$ cat config.mk
export PLATFORM = sky130hd
export DESIGN_NAME = alu8_postshift
export DESIGN_NICKNAME = d
export VERILOG_FILES = /design/src/rtl/alu8_pkg.sv /design/src/rtl/alu8_arith.sv /design/src/rtl/alu8_logic.sv /design/src/rtl/alu8_shift.sv /design/src/rtl/alu8_postshift.sv
export SDC_FILE = /design/constraint.sdc
export NUM_CORES = 1
export LEC_CHECK = 0
export ABC_AREA = 1
export BUFFER_PORTS_ARGS = -buffer_cell sky130_fd_sc_hd__buf_2
export CAP_MARGIN = 20
export CORE_ASPECT_RATIO = 1.4
export CORE_UTILIZATION = 55
export DETAILED_ROUTE_END_ITERATION = 8
export GPL_ROUTABILITY_DRIVEN = 0
export PLACE_DENSITY = 0.79
export RECOVER_POWER = 50
export SKIP_LAST_GASP = 1
export SYNTH_ARGS = -nofsm -noshare
export SYNTH_HDL_FRONTEND = slang
export SYNTH_SLANG_ARGS = --single-unit
$ cat constraint.sdc
create_clock -name vclk -period 4.2
set_input_delay 1.05 -clock vclk [all_inputs]
set_output_delay 1.05 -clock vclk [all_outputs]
set_load 0.02 [all_outputs]
$ cat src/rtl/alu8_pkg.sv
package alu8_pkg;

    typedef enum logic [2:0] {
        OP_ADD  = 3'b000,
        OP_ADC  = 3'b001,
        OP_SBB  = 3'b010,
        OP_MOVX = 3'b011,
        OP_XOR  = 3'b100,
        OP_OR   = 3'b101,
        OP_AND  = 3'b110,
        OP_MOVY = 3'b111
    } alu_op_e;

    typedef enum logic [1:0] {
        SH_NONE = 2'b00,
        SH_LSR  = 2'b01,
        SH_ASR  = 2'b10,
        SH_RSV  = 2'b11
    } alu_shift_e;

endpackage

$ cat src/rtl/alu8_arith.sv
module alu8_arith
    import alu8_pkg::*;
#(
    parameter int WIDTH = 8
) (
    input  logic [WIDTH-1:0] a_i,
    input  logic [WIDTH-1:0] b_i,
    input  logic             cin_i,
    input  alu_op_e          op_i,
    output logic [WIDTH-1:0] sum_o,
    output logic             cout_o
);
    localparam int EXT = WIDTH + 1;

    logic [EXT-1:0] ext_sum;
    logic [EXT-1:0] ext_diff;
    logic           add_cin;

    // Only the add-with-carry form consumes the carry input on the adder.
    assign add_cin  = (op_i == OP_ADC) ? cin_i : 1'b0;
    assign ext_sum  = {1'b0, a_i} + {1'b0, b_i} + {{WIDTH{1'b0}}, add_cin};
    // Borrow lands in the extra bit: X - Y - c is at least -2^WIDTH.
    assign ext_diff = {1'b0, a_i} - {1'b0, b_i} - {{WIDTH{1'b0}}, cin_i};

    always_comb begin
        if (op_i == OP_SBB) begin
            sum_o  = ext_diff[WIDTH-1:0];
            cout_o = ext_diff[WIDTH];
        end else begin
            sum_o  = ext_sum[WIDTH-1:0];
            cout_o = ext_sum[WIDTH];
        end
    end
endmodule

$ cat src/rtl/alu8_logic.sv
module alu8_logic
    import alu8_pkg::*;
#(
    parameter int WIDTH = 8
) (
    input  logic [WIDTH-1:0] a_i,
    input  logic [WIDTH-1:0] b_i,
    input  alu_op_e          op_i,
    output logic [WIDTH-1:0] res_o
);
    always_comb begin
        unique case (op_i)
            OP_MOVX: res_o = a_i;
            OP_MOVY: res_o = b_i;
            OP_XOR:  res_o = a_i ^ b_i;
            OP_OR:   res_o = a_i | b_i;
            OP_AND:  res_o = a_i & b_i;
            default: res_o = '0;
        endcase
    end
endmodule

$ cat src/rtl/alu8_shift.sv
module alu8_shift
    import alu8_pkg::*;
#(
    parameter int WIDTH = 8
) (
    input  logic [WIDTH-1:0] din_i,
    input  alu_shift_e       mode_i,
    output logic [WIDTH-1:0] dout_o
);
    localparam int MSB = WIDTH - 1;

    logic [WIDTH-1:0] shifted;
    logic             fill_bit;

    assign fill_bit = (mode_i == SH_ASR) ? din_i[MSB] : 1'b0;

    generate
        for (genvar i = 0; i < MSB; i++) begin : g_lane
            assign shifted[i] = din_i[i+1];
        end
    endgenerate
    assign shifted[MSB] = fill_bit;

    always_comb begin
        unique case (mode_i)
            SH_LSR, SH_ASR: dout_o = shifted;
            default:        dout_o = din_i;
        endcase
    end
endmodule

$ cat src/rtl/alu8_postshift.sv
module alu8_postshift
    import alu8_pkg::*;
#(
    parameter int WIDTH = 8
) (
    input  logic [WIDTH-1:0] opa_i,
    input  logic [WIDTH-1:0] opb_i,
    input  logic             carry_i,
    input  logic [2:0]       op_i,
    input  logic [1:0]       shift_i,
    output logic [WIDTH-1:0] result_o,
    output logic             carry_o,
    output logic             zero_o
);
    alu_op_e          op_sel;
    alu_shift_e       sh_sel;
    logic [WIDTH-1:0] arith_res;
    logic             arith_cout;
    logic [WIDTH-1:0] logic_res;
    logic [WIDTH-1:0] pre_shift;
    logic             is_arith;

    assign op_sel   = alu_op_e'(op_i);
    assign sh_sel   = alu_shift_e'(shift_i);
    assign is_arith = (op_sel == OP_ADD) || (op_sel == OP_ADC) || (op_sel == OP_SBB);

    alu8_arith #(.WIDTH(WIDTH)) u_arith (
        .a_i    (opa_i),
        .b_i    (opb_i),
        .cin_i  (carry_i),
        .op_i   (op_sel),
        .sum_o  (arith_res),
        .cout_o (arith_cout)
    );

    alu8_logic #(.WIDTH(WIDTH)) u_logic (
        .a_i   (opa_i),
        .b_i   (opb_i),
        .op_i  (op_sel),
        .res_o (logic_res)
    );

    assign pre_shift = is_arith ? arith_res : logic_res;
    assign carry_o   = is_arith ? arith_cout : 1'b0;

    alu8_shift #(.WIDTH(WIDTH)) u_shift (
        .din_i  (pre_shift),
        .mode_i (sh_sel),
        .dout_o (result_o)
    );

    assign zero_o = ~|result_o;
endmodule

# After elaboration in Yosys (flattened, before gate mapping)
# Index checks and enable logic that the tools add are counted.
# W data, S select, Z words.
[word_totals] elab_cells=30 ff_bits=0 out_inout_bits=10 input_bits=22
[op_classes] n_eq_ne=9 addsub=4 muxes=8 bitwise=3 reduce_logical=6
[op_table] cell="$pmux W8 S5" n=1
[op_table] cell="$mux W8" n=3
[op_table] cell="$eq A3 B3 Y1 const B" n=4
[op_table] cell="$add A8 B8 Y9" n=1
[op_table] cell="$add A9 B1 Y9" n=1
[op_table] cell="$sub A8 B8 Y9" n=1
[op_table] cell="$sub A9 B1 Y9" n=1
[op_table] cell="$and A8 B8 Y8" n=1
[op_table] cell="$or A8 B8 Y8" n=1
[op_table] cell="$reduce_or A8 Y1" n=1
[op_table] cell="$xor A8 B8 Y8" n=1
[op_table] cell="$eq A3 B2 Y1 const B" n=2
[op_table] cell="$mux W1" n=4
[op_table] cell="$eq A3 B1 Y1 const B" n=1
[op_table] cell="$logic_not A3 Y1" n=1
[op_table] cell="$eq A2 B1 Y1 const B" n=1
[op_table] cell="$eq A2 B2 Y1 const B" n=1
[op_table] cell="$logic_or A1 B1 Y1" n=2
[op_table] cell="$reduce_or A2 Y1" n=1
[op_table] cell="$logic_not A1 Y1" n=1

# Depth between registers and ports, before layout
# Gate-level depths: netlist of the first run.
[depth] word_depth=9 mapped_depth=17 mapped_depth_nobuf=17

# Cells and area by module
# A second synthesis of the first run with hierarchy kept.
[hier_totals] cells_unflattened=364 hier_area_um2=1933.1
[by_module_without_submodules] module="alu8_arith" seq_area_each_um2=0.0 cells_each=179 instances=1 area_per_inst_um2=1008.5
[by_module_without_submodules] module="alu8_logic" seq_area_each_um2=0.0 cells_each=121 instances=1 area_per_inst_um2=643.1
[by_module_without_submodules] module="alu8_postshift" seq_area_each_um2=0.0 cells_each=36 instances=1 area_per_inst_um2=160.2
[by_module_without_submodules] module="alu8_shift" seq_area_each_um2=0.0 cells_each=28 instances=1 area_per_inst_um2=121.4

# Worst setup path before layout of the first run
# OpenSTA, ideal clock, no wires.
[synth_timing] path_kind="input to output" from="input port op_i[2]" to="output port zero_o" t_required_ns=3.150 slack_ns=0.102 n_path_buf=1 t_arrival_ns=3.048 cell_stages=14 path_cell_list="buf_6 -> nor3_1 -> fa_1 -> fa_1 -> xor2_1 -> nand2_1 -> nand2_1 -> nand2_1 -> nand3_1 -> nand2_1 -> nand3_1 -> nor2_1 -> nand3_1 -> nor2_1"
[synth_between] elab_chain_len=9 elab_cells_between_ends=19 classes_between="1 x add/sub; 7 x eq/ne; 6 x mux; 5 x reduce/logical"
[synth_lines] item="from (decl)" line="alu8_postshift.sv:9" rtl="input logic [2:0] op_i,"
[synth_lines] item="$eq A3 B1 Y1" line="alu8_arith.sv:20, alu8_postshift.sv:25"
[synth_lines] item="$mux W1" line="alu8_arith.sv:20" rtl="assign add_cin = (op_i == OP_ADC) ? cin_i : 1'b0;"
[synth_lines] item="$add A9 B1 Y9" line="alu8_arith.sv:21" rtl="assign ext_sum = {1'b0, a_i} + {1'b0, b_i} + {{WIDTH{1'b0}}, add_cin};"
[synth_lines] item="$mux W8" line="alu8_arith.sv:26" rtl="if (op_i == OP_SBB) begin"
[synth_lines] item="$mux W8 (*)" line="alu8_postshift.sv:43" rtl="assign pre_shift = is_arith ? arith_res : logic_res;"
[synth_lines] item="$mux W1" line="alu8_shift.sv:15" rtl="assign fill_bit = (mode_i == SH_ASR) ? din_i[MSB] : 1'b0;"
[synth_lines] item="$mux W8 (*)" line="alu8_shift.sv:25" rtl="unique case (mode_i)"
[synth_lines] item="$reduce_or A8 Y1 (*)" line="alu8_postshift.sv:52" rtl="assign zero_o = ~|result_o;"
[synth_lines] item="$logic_not A1 Y1 (*)" line="alu8_postshift.sv:52"
[synth_lines] item="to (decl)" line="alu8_postshift.sv:13" rtl="output logic zero_o"
# Every way passes the cells marked *; elsewhere a longest branch is shown, timed or not.

# Worst setup path after layout of the first run
[layout_timing] from="input port op_i[1]" to="output port zero_o"
# The elaborated chain is that of the path after synthesis.

==> results of run 1 <==
==> repair_timing <==
action | 4_1_cts | 5_1_grt
gates resized for setup | 13 | 36
endpoints found under the setup margin | 3 | 6
pin swaps | 5 | 16
buffers inserted | 0 | 2
==> layer usage <==
layer | track usage, % | part of all wire (%) | vias up
met4 | 10.7 | 2.3 | 0
met5 | 0 | 0 | -
met1 | 29.2 | 36 | 970
met3 | 1.78 | 4.8 | 13
li1 | - | - | 1071
met2 | 62.5 | 57 | 88
==> synthesized netlist by cell type <==
cell,number,area share [%]
sky130_fd_sc_hd__nand2_1,84,18
sky130_fd_sc_hd__inv_1,57,12
sky130_fd_sc_hd__nand3_1,44,13
sky130_fd_sc_hd__ha_1,31,23
sky130_fd_sc_hd__nor2_1,21,4.6
sky130_fd_sc_hd__a21oi_1,11,3.2
sky130_fd_sc_hd__inv_2,8,1.7
sky130_fd_sc_hd__o21ai_1,6,1.7
sky130_fd_sc_hd__o22ai_1,6,2.2
sky130_fd_sc_hd__fa_1,4,4.7
sky130_fd_sc_hd__nand3b_1,4,1.7
sky130_fd_sc_hd__nor3_1,4,1.2
sky130_fd_sc_hd__buf_6,3,2.0
sky130_fd_sc_hd__nand3_2,3,1.7
sky130_fd_sc_hd__nor2_2,3,1.1
sky130_fd_sc_hd__o21ai_0,3,0.87
sky130_fd_sc_hd__nand4_1,2,0.73
sky130_fd_sc_hd__or2_2,2,0.73
sky130_fd_sc_hd__a22oi_1,1,0.44
sky130_fd_sc_hd__buf_4,1,0.44
sky130_fd_sc_hd__clkbuf_1,1,0.22
sky130_fd_sc_hd__clkinv_1,1,0.22
sky130_fd_sc_hd__nand2_2,1,0.36
sky130_fd_sc_hd__nand3_4,1,1.0
sky130_fd_sc_hd__nor3_2,1,0.58
sky130_fd_sc_hd__o211ai_1,1,0.44
sky130_fd_sc_hd__o21bai_1,1,0.44
sky130_fd_sc_hd__or2_0,1,0.36
sky130_fd_sc_hd__xnor2_1,1,0.51
sky130_fd_sc_hd__xor2_1,1,0.51
==> final timing paths <==
path                  slack, ns       start  endpoint  depth (start not counted)
worst min-delay path       2.76  shift_i[1]    zero_o                          7
worst max-delay path       0.06     op_i[1]    zero_o                         18
==> power by group <==
part	internal, mW	leakage, nW	switching [mW]	total (mW)
clock	0	0	0	0
combinational	0.146	1.27	0.210	0.355
sequential	0	0	0	0
total	0.146	1.27	0.210	0.355
==> layout by cell type (no fill, tap or decap), types with 2 or more instances in the layout <==
master	instances
sky130_fd_sc_hd__nand2_1	75
sky130_fd_sc_hd__inv_1	54
sky130_fd_sc_hd__nand3_1	36
sky130_fd_sc_hd__buf_2	27
sky130_fd_sc_hd__ha_1	23
sky130_fd_sc_hd__buf_4	21
sky130_fd_sc_hd__nor2_1	20
sky130_fd_sc_hd__nand3_2	11
sky130_fd_sc_hd__inv_2	10
sky130_fd_sc_hd__nand2_2	10
sky130_fd_sc_hd__a21oi_1	9
sky130_fd_sc_hd__o22ai_1	6
sky130_fd_sc_hd__ha_4	6
sky130_fd_sc_hd__nor2_2	4
sky130_fd_sc_hd__nand3b_1	4
sky130_fd_sc_hd__o21ai_1	4
sky130_fd_sc_hd__fa_2	4
sky130_fd_sc_hd__o21ai_2	3
sky130_fd_sc_hd__nor3_1	3
sky130_fd_sc_hd__nor3_2	2
sky130_fd_sc_hd__a21oi_2	2
sky130_fd_sc_hd__o21ai_0	2
sky130_fd_sc_hd__nand4_1	2
sky130_fd_sc_hd__ha_2	2
sky130_fd_sc_hd__buf_6	2
==> final cells by class <==
type | count | share of cell area, %
multi-input combinational | 237 | 72.1
timing repair buffer | 52 | 14.6
tap | 37 | 2.08
inverter | 66 | 11.2
==> per-stage QoR <==
| stage | power, mW | TNS [ns] |
|---|---|---|
| 2_1_floorplan | 0.210 | 0 |
| 3_3_place_gp | 0.298 | -0.164 |
| 3_5_place_dp | 0.303 | -0.213 |
| 4_1_cts | 0.312 | 0 |
| 5_1_grt | 0.397 | -0.130 |
| 6_report | 0.355 | 0 |
==> logic make-up after synthesis <==
group,count (synthesis),synth area share [%]
compound gates,29,9.33
buf+inv,71,17.1
simple gates,171,45.3
xor+xnor,2,1.02
fa+ha+maj,35,27.3
==> reports/qor.txt, run 1 <==
PLACE
-------------------------------------------------------------------------------------
Half-perimeter wire length of the detailed placement result                   3860 um
Number of placed instances with taps included                                     390
Count of port buffers added during placement                                       32
Standard cell area after detailed placement                                  2010 um2
Pre-CTS WS                                                                  -0.119 ns

GRT
-------------------------------------------------------------------------------------
Global route overflow                                                               0
Via count of the first global-routing pass                                       1959
Largest net degree at the start of global routing                                  14
Global-route wire length before repair                                        7700 um
GR Util All Layers                                                              29.3%
Initial antenna violation count                                                     0

DIE
-------------------------------------------------------------------------------------
Effective utilization at floorplan                                              59.1%
Site Rows                                                                          23
I/O pin cnt                                                                        32
Floorplan die area                                                           3350 um2
Core Region                                                                  2910 um2
Die span in y                                                                 68.1 um
Horizontal die dimension                                                      49.2 um

ROUTING
-------------------------------------------------------------------------------------
Count of routing violations after the opening detailed-route iteration             68
WL final                                                                      5090 um
Antenna-violating nets left                                                         0
Drt drc                                                                             0
Routed vias                                                                      2142
Detailed-router iteration count before antenna repair                               5
Wire length per cell                                                          13.0 um
Average vias per placed instance                                                 5.46

SETUP PATH
-------------------------------------------------------------------------------------
Category of the worst setup path capture point                           primary output
Cell with the largest stage delay on the worst path                      sky130_fd_sc_hd__fa_2
Largest stage delay, worst path                                               0.40 ns
Top Family by Delay on Critical Path                                     simple AND/OR/NAND/NOR gates
Sum of buffers and inverters on the critical path                                   3
Required time at the endpoint of the critical path                            3.15 ns
Critical path cell sequence                                              buf_2, inv_2, nand2_2, nor3_2, fa_2, fa_2, nand2_2, nand2_2, nand3b_1, nand3_1, nand3_1, nand2_1, nand2_1, nand3_1, nand2_1, nand2_1, nor2_1, buf_4
Maximum fanout along the worst path                                                 3
Worst Path Arrival                                                            3.09 ns
Worst Setup Start Kind                                                      input pin
Most common cell type on the critical path                               sky130_fd_sc_hd__nand2_1
Worst setup path category                                                   in -> out

TIMING
-------------------------------------------------------------------------------------
Post-route fraction of the period consumed by the critical path                 98.5%
RSZ-0062 raised after global routing                                              yes
Min setup slack post-route                                                  0.0633 ns
Clock period minus final worst setup slack                                    4.14 ns
Worst rel slew slack                                                            77.0%
Worst Tran Pin Value                                                         0.344 ns
Final slew viol count                                                               0
Fin. Hold Viols                                                                     0
Setup violations, final                                                             0
Min Hold Slack                                                                2.76 ns
Maximum clock frequency                                                       242 MHz

LOGIC SYNTHESIS
-------------------------------------------------------------------------------------
Distinct cells, synth                                                              30
Sequential element share of the synthesized area                                   0%
Syn. warnings                                                                       0
Post-Syn Area per Cell                                                       5.57 um2
Cell area after technology mapping                                           1720 um2
Number of instances in the synthesized netlist                                    308
Synthesized Nets                                                                  365

WORST HOLD PATH
-------------------------------------------------------------------------------------
Hold crit path type                                                         in -> out

CELLS AND AREA
-------------------------------------------------------------------------------------
Final-layout clock buffer total                                                     0
Multi-input gate area                                                        1610 um2
Layout cell share with drive strength beyond 1                                  30.7%
Number of fill cells                                                              242
Count of placed standard cells in the final layout, fillers left out              392
Final sequential cell count                                                         0
Final #Nets                                                                       414
Storage element area                                                            0 um2
Area added between synthesis and finish                                         29.7%
Number of diodes added for antenna fixing                                           0
Final design area excluding fillers                                          2230 um2
Post-route core utilization                                                     76.6%

RUN
-------------------------------------------------------------------------------------
Number of violations of the max-capacitance limit                                   0

PWR
-------------------------------------------------------------------------------------
Worst IR drop on VDD                                                         0.110 mV
Leakage                                                                       1.27 nW
Power per Cell Area                                                        160 nW/um2

STATUS
-------------------------------------------------------------------------------------
Run status                                                               complete, no violations

CLOCK TREE
-------------------------------------------------------------------------------------
Number of buffers inserted for hold repair after clock tree synthesis               0

Power figures use the tool's default switching activity.
==> inputs of run 2 (changes only) <==
--- a/config.mk
+++ b/config.mk
@@ -8,7 +8,7 @@
 export ABC_AREA = 1
 export BUFFER_PORTS_ARGS = -buffer_cell sky130_fd_sc_hd__buf_2
 export CAP_MARGIN = 20
-export CORE_ASPECT_RATIO = 1.4
+export CORE_MARGIN = 2
 export CORE_UTILIZATION = 55
 export DETAILED_ROUTE_END_ITERATION = 8
 export GPL_ROUTABILITY_DRIVEN = 0
==> run 2 against run 1 <==
  * The flow now finishes with violations (setup timing)
  * Non-clock buffer count down 2
  * First-iteration DRC count up 120%
  * Sequential cell count unchanged
  * Maximum frequency down 1.7%
  * Die area up 6.9%
  * Largest power group unchanged
  * Highest routed layer unchanged
==> reports/qor.txt, run 2 (same netlist as run 1, synthesis figures left out) <==
CELLS AND AREA
-------------------------------------------------------------------------------------
Final sequential cell count                                                         0   unchanged
Final #Nets                                                                       412   -0.48%
Commonest cells after routing, fill and taps aside                       sky130_fd_sc_hd__nand2_1, sky130_fd_sc_hd__inv_1, sky130_fd_sc_hd__nand3_1
Layout cell share with drive strength beyond 1                                  31.4%   +0.74 points
Final-layout clock buffer total                                                     0   unchanged
Storage element area                                                            0 um2   unchanged
Area added between synthesis and finish                                         29.5%
Count of placed standard cells in the final layout, fillers left out              386   -1.5%
Most common library cell in the layout ignoring fill and taps            sky130_fd_sc_hd__nand2_1
Number of diodes added for antenna fixing                                           0   unchanged

TIMING
-------------------------------------------------------------------------------------
Worst rel slew slack                                                            68.9%   -8.1 points
Worst Tran Pin Value                                                         0.463 ns   +0.118 ns
Min Hold Slack                                                                2.73 ns   -0.0271 ns
Min setup slack post-route                                                -0.00772 ns   -0.0710 ns
Clock period minus final worst setup slack                                    4.21 ns   +0.0710 ns
Maximum clock frequency                                                       238 MHz   -1.7%
Final slew viol count                                                               0   unchanged
RSZ-0062 raised after global routing                                              yes
Post-route fraction of the period consumed by the critical path                  100%   +1.7 points
Setup violations, final                                                             1   +1
Fin. Hold Viols                                                                     0   unchanged

PLACE
-------------------------------------------------------------------------------------
Count of port buffers added during placement                                       32   unchanged
Number of placed instances with taps included                                     385   -1.3%
Half-perimeter wire length of the detailed placement result                   3750 um   -3.0%

DIE
-------------------------------------------------------------------------------------
I/O pin cnt                                                                        32   unchanged
Core Region                                                                  3000 um2   +3.3%
Effective utilization at floorplan                                              57.2%   -1.9 points
Floorplan die area                                                           3580 um2   +6.9%
Die span in y                                                                 59.9 um   -12%
Horizontal die dimension                                                      59.9 um   +22%
Site Rows                                                                          20   -13%

SETUP PATH
-------------------------------------------------------------------------------------
Worst setup path category                                                   in -> out
Worst Path Arrival                                                            3.16 ns   +0.07 ns
Largest stage delay, worst path                                               0.41 ns   about the same
Worst Setup Start Kind                                                      input pin
Critical path cell sequence                                              buf_8, inv_4, nand2_4, nor3_4, fa_2, fa_2, nand2_2, nand2_2, nand3b_1, nand3_1, nand3_2, nand2_2, nand2_2, nand3_2, o21ai_2, nand2_1, nor2_1, buf_4
Maximum fanout along the worst path                                                 3   unchanged
Cell with the largest stage delay on the worst path                      sky130_fd_sc_hd__fa_2
Category of the worst setup path capture point                           primary output
Required time at the endpoint of the critical path                            3.15 ns   about the same
Most common cell type on the critical path                               sky130_fd_sc_hd__nand2_2

GRT
-------------------------------------------------------------------------------------
Global-route wire length before repair                                        7620 um   -1.1%
Grt peak-use layer                                                               met2
Met2 Track Usage GR                                                             46.3%   -16 points
Global route overflow                                                               0   unchanged
Via count of the first global-routing pass                                       1729   -12%
Largest net degree at the start of global routing                                  14   unchanged
GR Util All Layers                                                              27.2%   -2.2 points
Met3 GRT Util                                                                   1.08%   -0.70 points
Initial antenna violation count                                                     0   unchanged
Met1 track demand over resource in global routing                               38.1%   +8.9 points

ROUTING
-------------------------------------------------------------------------------------
Detailed-router iteration count before antenna repair                               6   +1
WL final                                                                      4910 um   -3.6%
Wire length per cell                                                          12.7 um   -2.1%
Routed vias                                                                      2071   -3.3%
Antenna-violating nets left                                                         0   unchanged
Count of routing violations after the opening detailed-route iteration            148   +120%
Drt drc                                                                             0   unchanged
Average vias per placed instance                                                 5.37   -1.8%

STATUS
-------------------------------------------------------------------------------------
Violated checks                                                          setup timing
Run status                                                               finished, violations left

PWR
-------------------------------------------------------------------------------------
Power per Cell Area                                                        160 nW/um2   about the same
Worst IR drop on VDD                                                        0.0789 mV   -28%
Total power consumption of the routed design                                 0.355 mW   -0.16%
Leakage                                                                       1.30 nW   +2.1%

RUN
-------------------------------------------------------------------------------------
Number of violations of the max-capacitance limit                                   0   unchanged

CLOCK TREE
-------------------------------------------------------------------------------------
Number of buffers inserted for hold repair after clock tree synthesis               0   unchanged

WORST HOLD PATH
-------------------------------------------------------------------------------------
Hold crit path type                                                         in -> out

run 2: path summary, 6_finish.rpt:
path	from	to	slack, ns	cells past startpoint
hold / removal	opa_i[7]	result_o[6]	2.73	8
setup / recovery	op_i[1]	zero_o	-0.008	18
run 2: final cells by class:
type | count | area [um2]
Multi-Input combinational cell | 237 | 1590
Inverter | 66 | 253
Fill cell | 249 | 779
Tap cell | 33 | 41.3
Timing Repair Buffer | 50 | 342
run 2: power breakdown:
part,internal (mW),switching [mW],leakage (nW)
Combinational,0.144,0.211,1.30
Sequential,0,0,0
Clock,0,0,0
Total,0.144,0.211,1.30
run 2: worst max-delay path, delay by kind of cell:
family / cells / cell delay [ns]
buf+inv: 3 / 0.26
simple gates: 12 / 0.93
compound gates: 1 / 0.09
fa+ha+maj: 2 / 0.82
run 2: through the flow:
step | setup slack, ns | instance area [um2] | TNS (ns) | util (%)
after floorplan | 0.102 | 1720 | 0 | -
after global placement | -0.0749 | 2000 | -0.102 | 66.6
after detailed placement | -0.116 | 2000 | -0.204 | 66.6
after CTS | 0.00582 | 2030 | 0 | 67.5
after global routing | -0.113 | 2220 | -0.166 | 74.0
final | -0.00772 | 2220 | -0.00772 | 74.0
run 2: repair_timing:
action                     CTS  global route
setup endpoints to repair    4             6
buffers inserted             0             1
hold endpoints to repair     0             0
pin swaps                    4            24
resized for setup           10            52
run 2: routing by layer:
layer	part of all wire, %	vias to the layer above
met5	0	-
met4	1.9	0
met3	4.8	12
met2	50	80
met1	44	914
li1	-	1065
